**config.mk**
```make
export PLATFORM = sky130hd
export DESIGN_NAME = nand_cycle_gen
export DESIGN_NICKNAME = d
export VERILOG_FILES = /design/src/rtl/nand_cycle_gen.sv
export SDC_FILE = /design/constraint.sdc
export NUM_CORES = 1
export LEC_CHECK = 0
export BUFFER_PORTS_ARGS = -buffer_cell sky130_fd_sc_hd__buf_2
export CAP_MARGIN = 20
export CORE_MARGIN = 3
export CORE_UTILIZATION = 35
export CTS_CLUSTER_DIAMETER = 80
export DETAILED_ROUTE_END_ITERATION = 8
export PLACE_DENSITY = 0.54
export SETUP_SLACK_MARGIN = 0.02
export SKIP_CTS_REPAIR_TIMING = 1
export SLEW_MARGIN = 20
export SYNTH_ARGS = -nofsm -noshare
export SYNTH_HDL_FRONTEND = slang
export SYNTH_SLANG_ARGS = --single-unit
```
**constraint.sdc**
```tcl
create_clock -name clk -period 5.5 [get_ports clk]
set_clock_uncertainty 0.05 [all_clocks]
set_input_delay 0.275 -clock clk [delete_from_list [all_inputs] [get_ports clk]]
set_output_delay 0.275 -clock clk [all_outputs]
set_load 0.05 [all_outputs]
```
**src/rtl/nand_cycle_gen.sv**
```systemverilog
module nand_cycle_gen (
  input  logic        clk,
  input  logic        rst_n,
  input  logic        cfg_we,
  input  logic [1:0]  cfg_sel,
  input  logic [31:0] cfg_wdata,
  input  logic        req_valid,
  output logic        req_ready,
  input  logic        req_write,
  input  logic [1:0]  req_space,
  input  logic        req_attr,
  input  logic [31:0] req_wdata,
  output logic        rsp_valid,
  output logic [31:0] rsp_rdata,
  output logic        nand_ce_n,
  output logic        nand_cle,
  output logic        nand_ale,
  output logic        nand_we_n,
  output logic        nand_re_n,
  output logic [15:0] nand_dq_out,
  output logic        nand_dq_oe,
  input  logic [15:0] nand_dq_in,
  input  logic        nand_rb
);
  localparam logic [1:0] SP_DATA = 2'd0, SP_CMD = 2'd1, SP_ADR = 2'd2;

  typedef enum logic [2:0] {IDLE, TURN, SETUP, WAIT, HOLD, HIZ} state_t;

  function automatic logic [7:0] at_least1(input logic [7:0] f);
    return (f == 8'd0) ? 8'd1 : f;
  endfunction

  state_t      st;
  logic [7:0]  cnt;
  logic [16:0] ctrl;
  logic [31:0] tim_c, tim_a, tim;
  logic [31:0] wdata;
  logic [1:0]  cur_sp, prev_sp, beat, last_beat;
  logic        cur_wr, more;
  logic [1:0]  rb_s;

  logic unused_bits;
  assign unused_bits = ^{cfg_wdata[31:17], ctrl[8:5]};

  wire [1:0]  sp       = (req_space == SP_CMD || req_space == SP_ADR) ? req_space : SP_DATA;
  wire        latch    = (sp != SP_DATA);
  wire        go_ok    = ctrl[2] & ctrl[3] & ~ctrl[0];
  wire        rb_ok    = ~ctrl[1] | rb_s[1] | latch;
  wire [31:0] sel_tim  = req_attr ? tim_a : tim_c;
  wire [3:0]  turn     = (latch || req_write) ? 4'd0 :
                         (prev_sp == SP_CMD) ? ctrl[12:9] :
                         (prev_sp == SP_ADR) ? ctrl[16:13] : 4'd0;
  wire        on_bus   = (st == SETUP) || (st == WAIT) || (st == HOLD);
  wire        accept   = req_valid & req_ready;

  assign req_ready   = (st == IDLE) & go_ok & rb_ok;
  assign nand_ce_n   = ~ctrl[2];
  assign nand_cle    = on_bus & (cur_sp == SP_CMD);
  assign nand_ale    = on_bus & (cur_sp == SP_ADR);
  assign nand_we_n   = ~((st == WAIT) & cur_wr);
  assign nand_re_n   = ~((st == WAIT) & ~cur_wr);
  assign nand_dq_oe  = on_bus & cur_wr;
  assign nand_dq_out = (ctrl[4] && cur_sp == SP_DATA) ? (beat[0] ? wdata[31:16] : wdata[15:0])
                                                       : {8'h00, wdata[8*beat +: 8]};

  always_ff @(posedge clk or negedge rst_n) begin
    if (!rst_n) begin
      st <= IDLE; cnt <= '0; ctrl <= '0; tim_c <= '0; tim_a <= '0; tim <= '0;
      wdata <= '0; cur_sp <= SP_DATA; prev_sp <= SP_DATA; beat <= '0; last_beat <= '0;
      cur_wr <= 1'b0; more <= 1'b0; rb_s <= '0; rsp_valid <= 1'b0; rsp_rdata <= '0;
    end else begin
      rsp_valid <= 1'b0;
      rb_s <= {rb_s[0], nand_rb};
      if (cfg_we) begin
        case (cfg_sel)
          2'd0: ctrl  <= cfg_wdata[16:0];
          2'd1: tim_c <= cfg_wdata;
          2'd2: tim_a <= cfg_wdata;
          default: ;
        endcase
      end
      case (st)
        IDLE: if (accept) begin
          cur_sp <= sp; prev_sp <= sp; cur_wr <= req_write | latch;
          tim <= sel_tim; wdata <= req_wdata; beat <= '0;
          last_beat <= (latch || !req_write) ? 2'd0 : (ctrl[4] ? 2'd1 : 2'd3);
          if (turn != 4'd0) begin st <= TURN; cnt <= {4'd0, turn} - 8'd1; end
          else begin st <= SETUP; cnt <= at_least1(sel_tim[7:0]) - 8'd1; end
        end
        TURN:  if (cnt == 0) begin st <= SETUP; cnt <= at_least1(tim[7:0]) - 8'd1; end
               else cnt <= cnt - 8'd1;
        SETUP: if (cnt == 0) begin st <= WAIT; cnt <= at_least1(tim[15:8]) - 8'd1; end
               else cnt <= cnt - 8'd1;
        WAIT:  if (cnt == 0) begin
                 st <= HOLD; cnt <= at_least1(tim[23:16]) - 8'd1;
                 if (!cur_wr) rsp_rdata <= ctrl[4] ? {16'h0, nand_dq_in} : {24'h0, nand_dq_in[7:0]};
               end else cnt <= cnt - 8'd1;
        HOLD:  if (cnt == 0) begin
                 rsp_valid <= (beat == last_beat);
                 more <= (beat != last_beat);
                 if (beat != last_beat) beat <= beat + 2'd1;
                 if (tim[31:24] != 8'd0) begin st <= HIZ; cnt <= tim[31:24] - 8'd1; end
                 else if (beat != last_beat) begin st <= SETUP; cnt <= at_least1(tim[7:0]) - 8'd1; end
                 else st <= IDLE;
               end else cnt <= cnt - 8'd1;
        HIZ:   if (cnt == 0) begin
                 if (more) begin st <= SETUP; cnt <= at_least1(tim[7:0]) - 8'd1; end
                 else st <= IDLE;
               end else cnt <= cnt - 8'd1;
        default: st <= IDLE;
      endcase
    end
  end

  assert_accept_busy_R8: assert property (@(posedge clk) disable iff (!rst_n)
    accept |=> (st != IDLE));
  assert_rsp_after_hold_R8: assert property (@(posedge clk) disable iff (!rst_n)
    rsp_valid |-> $past(st) == HOLD);
  assert_strobe_after_setup_R3: assert property (@(posedge clk) disable iff (!rst_n)
    ($fell(nand_we_n) || $fell(nand_re_n)) |-> $past(st) == SETUP);
  assert_cle_spans_strobe_R4: assert property (@(posedge clk) disable iff (!rst_n)
    (!nand_we_n && nand_cle) |=> nand_cle);
  assert_data_held_R6: assert property (@(posedge clk) disable iff (!rst_n)
    $rose(nand_we_n) |-> nand_dq_oe);
  assert_hiz_released_R12: assert property (@(posedge clk) disable iff (!rst_n)
    (st == HIZ) |-> (!nand_dq_oe && !req_ready));
endmodule

```
==> results of run 1 <==
[tightest hold or removal path: stages]
cell     delay, ns
buf_2         0.07
nand2_1       0.04
nand2_1       0.04
[final timing paths]
check,from,slack (ns),end,cells past startpoint
worst min-delay path,req_wdata[12],-0.01,wdata[12],3
worst min register to register,rb_s[0],0.31,rb_s[1],0
worst max register to register,cnt[0],2.74,rsp_rdata[7],6
worst max-delay path,prev_sp[0],2.15,nand_dq_out[3],6
max in group asynchronous,rst_n,3.97,tim[9],3
min in group asynchronous,rst_n,0.37,wdata[6],2
[flip-flops by register name, summed over array words and instances, names as in the netlist, 3 cells and up]
register,count
tim,32
tim_a,32
tim_c,32
wdata,32
rsp_rdata,16
ctrl,13
cnt,8
st,3
[Yosys cell counts, types with 10 or more instances]
cell	count
clkbuf_1	25
a31oi_1	13
buf_2	15
buf_4	16
nand2_1	197
a21oi_1	17
xnor2_1	16
ha_1	10
nor3_1	19
dfrtp_1	179
mux2i_1	59
nor2_1	43
inv_1	15
o21ai_0	68
nand3b_1	10
mux2_2	83
[through the flow]
step	hold slack (ns)	worst slack, ns	util, %
2_1_floorplan	-0.0706	2.92	-
3_3_place_gp	0.285	2.68	38.9
3_5_place_dp	0.291	2.61	38.9
4_1_cts	-0.145	2.13	41.1
5_1_grt	0.000302	1.85	41.9
6_report	-0.0150	2.15	41.9
[power by group]
group / leakage [uW] / total (uW) / internal, uW / switching (uW)
clock: 0.000277 / 1200 / 614 / 589
combinational: 0.00254 / 1450 / 587 / 862
sequential: 0.00226 / 1840 / 1570 / 263
total: 0.00508 / 4490 / 2770 / 1710
[final cells by class]
| class | instances | area (um^2) |
|---|---|---|
| clock inverters | 13 | 136 |
| repair buffers | 158 | 930 |
| flip-flops and latches | 179 | 4480 |
| inverters | 15 | 56.3 |
| fillers | 2597 | 15200 |
| multi-input cells | 686 | 4480 |
| well taps | 335 | 419 |
| clock buffers | 18 | 439 |
[cell families (layout without fill, tap and decap cells)]
group / Yosys count / in the layout
buffers and inverters: 83 / 204
other: 1 / 16
xor gates and xnor gates: 22 / 22
and+or+nand+nor: 340 / 340
AOI/OAI and AO/OA: 152 / 152
adders and majority gates: 10 / 10
DFF: 179 / 179
muxes: 146 / 146
[per-layer routing]
metal | wire, um | up-vias
li1 | - | 3486
met1 | 10900 | 3519
met2 | 11200 | 165
met3 | 915 | 23
met4 | 331 | 0
met5 | 0 | -
==> impl_metrics.tcl, run 1 <==
set metrics [dict create \
    placed_cell_area_um2 10200 \
    start_util_pct 35.8 \
    async_flop_share_pct 100 \
    finalSetupViolations 0 \
    yosys_warnings 0 \
    synth_area_leader_cell "dfrtp_1" \
    synth-simple-area-share_pct 17.0 \
    vias 7193 \
    firstDrtPassIters 7 \
    worstPathCellList "nor2_1, nand2_1, nand2_1, mux2i_1, o21ai_0, buf_2" \
    final_cell_area_um2 10900 \
    worst-setup-path-type "register to primary output" \
    cts_buffer_depth 2 \
    antenna_left 0 \
    setup_tns_ns 0 \
    yosysSeqAreaShare_pct 47.9 \
    use_met1_pct 23.3 \
    status "complete, but fails checks" \
    num-nets-final 1158 \
    grt_overflow_total 0 \
    grtUsageMet3_pct 2.87 \
    row_count 59 \
    htreeDepth 4 \
    drive_above_1_share_pct 25.2 \
    netlist.area_leader.share_pct 47.9 \
    critPathMaxStageDelay_ns 0.66 \
    antenna_cells 0 \
    synthToLayoutAreaGrowth_pct 17.0 \
    slew_viol_final 0 \
    clk_pin_slew_ns 0.07 \
    die_width_um 169 \
    cts_tree "yes" \
    synth_seq_cells 179 \
    placedCellCount 1352 \
    crit_required_ns 5.18 \
    clock.fmax_mhz 299 \
    rsz0062_at_grt "false" \
    first_global_vias 6955 \
    ys_top_cells_by_area "dfrtp_1 48%, mux2_2 10%, nand2_1 7.9%" \
    slew_headroom_pct 27.5 \
    cp_max_fo 25 \
    hold_viol 9 \
    syn-cell-area_um2 9350 \
    post_drt_wl_per_cell_um 16.7 \
    p_per_area_nw_per_um2 410 \
    yosys.area_share.xor_xnor_pct 2.06 \
    cp.arrival_ns 3.02 \
    crit_family "simple AND/OR/NAND/NOR gates" \
    grt_max_degree 106 \
    drtIter0Drc 446 \
    worst_pin_slew_ns 1.09 \
    cp-start-kind "register" \
    ios 147 \
    ir_drop_mv 0.205 \
    gr-usage-met2_pct 26.5 \
    synth-main-ff-cell "dfrtp_1" \
    cp-end-kind "primary output" \
    synth_fa_ha_area_share_pct 1.34 \
    timing.hold.ws_ns -0.0150 \
    cp.buffers_inverters 1 \
    portBuffers 130 \
    layoutNonFillerInstCount 1404 \
    synth_top_family_by_area "simple AND/OR/NAND/NOR gates" \
    fin_crit_ns 3.35 \
    wl_mm 23.4 \
    synth_edf_count 0 \
    grt-busiest-layer "met2" \
    dieArea_um2 28700 \
    synth.distinct_cells 66 \
    grt_util_all_layers_pct 16.5 \
    p_leak_uw 0.00508 \
    syn_area_per_cell_um2 10.0 \
    grt_pass1_wl_mm 37.7 \
    place_congestion 0.876 \
    synthCells 933 \
    insertion_delay_ns 0.43 \
    violations "negative hold slack" \
    hold_path_class "input port to register" \
    crit_slowest_cell "nand2_1" \
    cpMostUsedCell "nand2_1" \
    cts_root_buffer "clkbuf_16" \
    min_period_over_period_pct 60.9 \
    synth_mux_area_share_pct 16.8 \
    drc 0 \
    dp_hpwl_mm 16.6 \
    final_common_cell "nand2_1" \
    viasPerCell 5.12 \
    synth-compound-area-share_pct 10.1 \
    cts_buffers 17 \
    drv_cap 0 \
    die_h_um 169 \
    core_um2 26100 \
    antenna_found_initial 0 \
    clock-sinks 179 \
    total_power_uw 4490 \
    final_cell_mix "197 x nand2_1, 179 x dfrtp_1, 129 x buf_2" \
]
Power figures use the tool's default switching activity.
==> run 2, diff against run 1 <==
ABC_AREA = 1   (was default)
clock period = 3.5 ns   (was 5.5 ns; I/O delays follow)
==> run 2 against run 1 <==
Against the previous run:
- the run still ends with negative hold slack left
- non-clock buffer count is 48 higher
- worst setup slack worse by 1.6 ns
- count of clock-buffer cells in the layout is 1 higher
- clock power is 65% higher
- wire length is 12% higher
- critical path type unchanged
- critical endpoint is now nand_dq_out[7]
- highest routed layer unchanged
==> impl_metrics.tcl, run 2 <==
set metrics [dict create \
    vias 8578 \
    grt_overflow_total 0 \
    insertion_delay_ns 0.44 \
    whs_path_depth 3 \
    violations "negative hold slack" \
    cp-start-kind "register" \
    hold_viol 10 \
    final_cell_area_um2 11600 \
    yosys_warnings 0 \
    syn-cell-area_um2 9430 \
    place_congestion 0.877 \
    p_int_uw 4720 \
    synthCells 1250 \
    timing.hold.ws_ns -0.0288 \
    worstPathCellList "inv_2, nor2_1, a22oi_1, o21ai_0, nand2_1, o21ai_0, buf_2" \
    synth.distinct_cells 45 \
    netlist.area_leader.share_pct 47.5 \
    setup_tns_ns 0 \
    netSwitchingPower_uw 3660 \
    cts_tree "yes" \
    core_um2 26300 \
    grt_pass1_wl_mm 41.6 \
    die_width_um 170 \
    grt_max_degree 91 \
    cts_buffer_depth 2 \
    antenna_found_initial 0 \
    ios 147 \
    clock.fmax_mhz 343 \
    comb_power_share_pct 40.9 \
    htreeDepth 4 \
    async_flop_share_pct 100 \
    start_util_pct 35.9 \
    num-nets-final 1533 \
    hold_path_class "input port to register" \
    dieArea_um2 28900 \
    drc 0 \
    cpMostUsedCell "o21ai_0" \
    post_drt_wl_per_cell_um 14.7 \
    clk_pin_slew_ns 0.08 \
    holdPathEnd "tim_c[0]" \
    p_clk_share_pct 23.6 \
    drv_cap 0 \
    antenna_left 0 \
    synth-main-ff-cell "dfrtp_1" \
    synthTopCellsByCount "410 x nand2_1, 179 x dfrtp_1, 128 x inv_1, 128 x nor2_1, 121 x o21ai_0" \
    yosysSeqAreaShare_pct 47.5 \
    portBuffers 130 \
    cp.arrival_ns 2.69 \
    hold_start "cfg_wdata[0]" \
    dp_hpwl_mm 18.5 \
    viasPerCell 4.82 \
    r2r-end "cnt[2]" \
    drtIter0Drc 559 \
    netSwitchingFraction_pct 43.7 \
    clock-sinks 179 \
    row_count 59 \
    slew_headroom_pct 40.1 \
    crit_slowest_cell "dfrtp_1" \
    drive_above_1_share_pct 14.0 \
    worst-setup-path-type "register to primary output" \
    final_cell_mix "410 x nand2_1, 179 x dfrtp_1, 129 x buf_2" \
    ir_drop_mv 0.379 \
    seqPwrFrac_pct 35.5 \
    slew_viol_final 0 \
    firstDrtPassIters 5 \
    min_period_over_period_pct 83.2 \
    wl_mm 26.2 \
    crit_required_ns 3.27 \
    synth_seq_cells 179 \
    placed_cell_area_um2 10400 \
    synth_area_leader_cell "dfrtp_1" \
    p_leak_uw 0.00604 \
    synthToLayoutAreaGrowth_pct 23.3 \
    synth_edf_count 0 \
    p_per_area_nw_per_um2 721 \
    cp-end-kind "primary output" \
    fin_crit_ns 2.91 \
    syn_area_per_cell_um2 7.54 \
    grt_util_all_layers_pct 17.7 \
    die_h_um 170 \
    cp_max_fo 27 \
    ys_top_cells_by_area "dfrtp_1 48%, nand2_1 16%, o21ai_0 6.4%" \
    critPathMaxStageDelay_ns 0.64 \
    finalSetupViolations 0 \
    r2r_slack_ns 1.01 \
    worst_pin_slew_ns 0.898 \
    final_common_cell "nand2_1" \
    r2r_start "tim_c[4]" \
    status "complete, but fails checks" \
    first_global_vias 7889 \
    cts_root_buffer "clkbuf_16" \
    reg2reg_depth 14 \
    synth.most_common_cell "nand2_1" \
    rsz0062_at_grt "false" \
    cts_buffers 17 \
]
run 2: logic make-up (layout without fill, tap and decap cells):
| family | count (synthesis) | in the layout | synth area share, % |
|---|---|---|---|
| other | 1 | 17 | 0.0398 |
| flip-flops | 179 | 179 | 47.5 |
| buffers and inverters | 191 | 371 | 8.47 |
| adder cells (fa/ha/maj) | 10 | 10 | 1.33 |
| multiplexers | 8 | 8 | 1.11 |
| AO/OA/AOI/OAI | 197 | 197 | 11.7 |
| AND/OR/NAND/NOR | 649 | 649 | 28.4 |
| XOR/XNOR | 15 | 15 | 1.39 |
run 2: area by class of cell:
| class | instances | area, um^2 |
|---|---|---|
| Fill cell | 2680 | 14700 |
| Multi-Input combinational cell | 895 | 4220 |
| Clock inverter | 13 | 160 |
| Tap cell | 335 | 419 |
| Antenna cell | 1 | 2.50 |
| Inverter | 133 | 499 |
| Clock buffer | 19 | 443 |
| Timing Repair Buffer | 206 | 1410 |
| Sequential cell | 179 | 4480 |
run 2: worst max path at each step:
stage | start | end | slack, ns | depth (start not counted)
2_1_floorplan | prev_sp[1] | nand_dq_out[7] | 1.21 | 4
3_3_place_gp | beat[0] | nand_dq_out[7] | 1.12 | 7
3_5_place_dp | req_attr | cnt[2] | 1.03 | 15
4_1_cts | beat[0] | nand_dq_out[7] | 0.62 | 7
5_1_grt | beat[0] | nand_dq_out[7] | 0.33 | 7
6_report | beat[0] | nand_dq_out[7] | 0.59 | 7
run 2: worst max-delay path, delay by kind of cell (launching register included):
kind / cells / cell delay, ns
AO/OA/AOI/OAI: 3 / 0.39
flip-flops: 1 / 0.64
AND/OR/NAND/NOR: 2 / 0.62
buffers and inverters: 2 / 0.61
run 2: power groups by stage:
stage	Clock [uW]	Sequential, uW	Combinational (uW)
floorplan	0	2870	2590
global placement	0	3000	3330
detailed placement	0	3000	3330
CTS	2030	2970	3360
global route	2120	3040	3910
finish	1980	2970	3430
run 2: routing by layer:
metal,up-vias,routed length (um),track usage [%],share of wire [%]
met3,29,1050,2.53,4.0
met5,-,0,0,0
met2,211,11900,27.2,46
met4,0,330,3.95,1.3
li1,4338,-,-,-
met1,4000,12800,26.7,49
run 2: stage by stage:
step	utilization [%]	power [uW]	hold WS, ns	setup slack [ns]	std cells
global placement	39.4	6320	0.177	1.12	1681
CTS	41.7	8360	-0.294	0.621	1713
detailed placement	39.4	6330	0.178	1.03	1681
finish	44.2	8380	-0.0288	0.587	1781
global route	44.2	9070	-0.00142	0.326	1780
floorplan	-	5450	-0.171	1.21	1265
==> run 3, diff against run 2 <==
PLACE_DENSITY = 0.56   (was 0.54)
clock period = 2.5 ns   (was 3.5 ns; I/O delays follow)
==> run 3 against run 2 <==
Against the previous run:
- the run still ends with negative hold slack left
- wire length about the same
- sequential share of layout area fell by 1.0 points
- total power rose by 43%
- non-clock buffer count increased by 32
- cell area up 2.8%
- largest power group unchanged
- first-iteration DRC count is 1.1% lower
- combinational power increased by 46%
==> impl_metrics.tcl, run 3 (synthesis gave the netlist of run 2 again) <==
set metrics [dict create \
    die_width_um 170 \
    cp_max_fo 15 \
    dieArea_um2 28900 \
    synthToLayoutAreaGrowth_pct 26.8 \
    grt_pass1_wl_mm 41.7 \
    final_cell_area_um2 12000 \
    viasPerCell 4.77 \
    netSwitchingFraction_pct 43.0 \
    highest_layer "met4" \
    m1WireLength_mm 12.6 \
    worst-setup-path-type "register to primary output" \
    total_power_uw 12000 \
    final_common_cell "nand2_1" \
    insertion_delay_ns 0.44 \
    fin_crit_ns 2.29 \
    cts_buffers 17 \
    row_count 59 \
    vias 8645 \
    post_drt_wl_per_cell_um 14.4 \
    netSwitchingPower_uw 5140 \
    final_cell_mix "409 x nand2_1, 179 x dfrtp_1, 126 x nor2_1, 126 x inv_1, 126 x buf_2" \
    finalSetupViolations 0 \
    antenna_found_initial 0 \
    min_period_over_period_pct 91.4 \
    p_clk_share_pct 23.6 \
    start_util_pct 35.9 \
    drtIter0Drc 553 \
    cts_buffer_depth 2 \
    dr_wl_met2_mm 12.3 \
    die_h_um 170 \
    hold_path_class "input port to register" \
    antenna_left 0 \
    p_int_uw 6810 \
    core_um2 26300 \
    seqPwrFrac_pct 34.4 \
    cp-end-kind "primary output" \
    ios 147 \
    timing.hold.ws_ns -0.0172 \
    cts_tree "yes" \
    cp.arrival_ns 2.11 \
    p_per_area_nw_per_um2 1000 \
    firstDrtPassIters 5 \
    fill_cells 2700 \
    dp_hpwl_mm 18.9 \
    first_global_vias 8068 \
    drive_above_1_share_pct 15.4 \
    drv_cap 0 \
    clock.fmax_mhz 437 \
    clk_pin_slew_ns 0.07 \
    grt_max_degree 73 \
    worst_pin_slew_ns 0.783 \
    htreeDepth 4 \
    portBuffers 130 \
    cts_root_buffer "clkbuf_16" \
    antenna_cells 0 \
    wl_mm 26.2 \
    num-nets-final 1565 \
    grt_util_all_layers_pct 17.8 \
    ir_drop_mv 0.524 \
    slew_viol_final 0 \
    violations "negative hold slack" \
    placed_cell_area_um2 10500 \
    place_congestion 0.927 \
    setup_tns_ns 0 \
    p_leak_uw 0.00619 \
    cp-start-kind "register" \
    crit_required_ns 2.33 \
    grt_overflow_total 0 \
    dr_wl_met3_um 774 \
    slew_headroom_pct 47.6 \
    drc 0 \
    clock-sinks 179 \
    status "complete, but fails checks" \
    hold_viol 8 \
    rsz0062_at_grt "false" \
    comb_power_share_pct 42.0 \
]
-- run 3: cell count changes in the layout (fill, tap and decap cells not counted), sizes merged --
cell,change
buf,+18
bufinv,+1
dlygate4sd3,+13
diode,-1
-- run 3: metrics by stage --
step	std cells	utilization, %	worst slack, ns
3_3_place_gp	1700	40.0	0.350
5_1_grt	1812	45.5	0.0223
4_1_cts	1732	42.4	0.0536
2_1_floorplan	1265	-	0.256
6_report	1812	45.5	0.214
3_5_place_dp	1700	40.0	0.244
-- run 3: final timing paths --
kind	from	endpoint	slack [ns]	cells after the start
min	cfg_wdata[11]	tim_c[11]	-0.02	3
max in group asynchronous	rst_n	tim[18]	1.51	3
min in group asynchronous	rst_n	wdata[24]	0.06	2
max	beat[0]	nand_dq_out[5]	0.21	7
max reg2reg	st[1]	cnt[1]	0.28	12
min reg2reg	rb_s[0]	rb_s[1]	0.31	0
-- run 3: critical path, stage by stage, from the launching register on --
cell	delay, ns
dfrtp_1	0.36
inv_2	0.11
buf_4	0.21
nor2_1	0.26
buf_4	0.22
a21oi_1	0.07
a32oi_1	0.14
buf_2	0.30
-- run 3: cell type report --
class | count | area [um^2] | area share (%)
flip-flops and latches | 179 | 4480 | 37.5
multi-input cells | 895 | 4220 | 35.3
repair buffers | 238 | 1710 | 14.3
inverters | 133 | 499 | 4.18
clock buffers | 18 | 429 | 3.59
well taps | 335 | 419 | 3.51
clock inverters | 14 | 188 | 1.57
-- run 3: metal layers --
| layer | up-vias | global-route usage, % |
|---|---|---|
| met2 | 162 | 28.0 |
| met4 | 0 | 5.22 |
| met5 | - | 0 |
| met1 | 4059 | 25.7 |
| met3 | 35 | 2.42 |
| li1 | 4389 | - |
-- run 3: power by group through the flow --
stage	clock, uW	combinational [uW]	sequential, uW
floorplan	0	3620	4020
global placement	0	4880	4150
detailed placement	0	4870	4150
CTS	2900	4920	4100
global route	3000	5730	4210
finish	2820	5020	4110
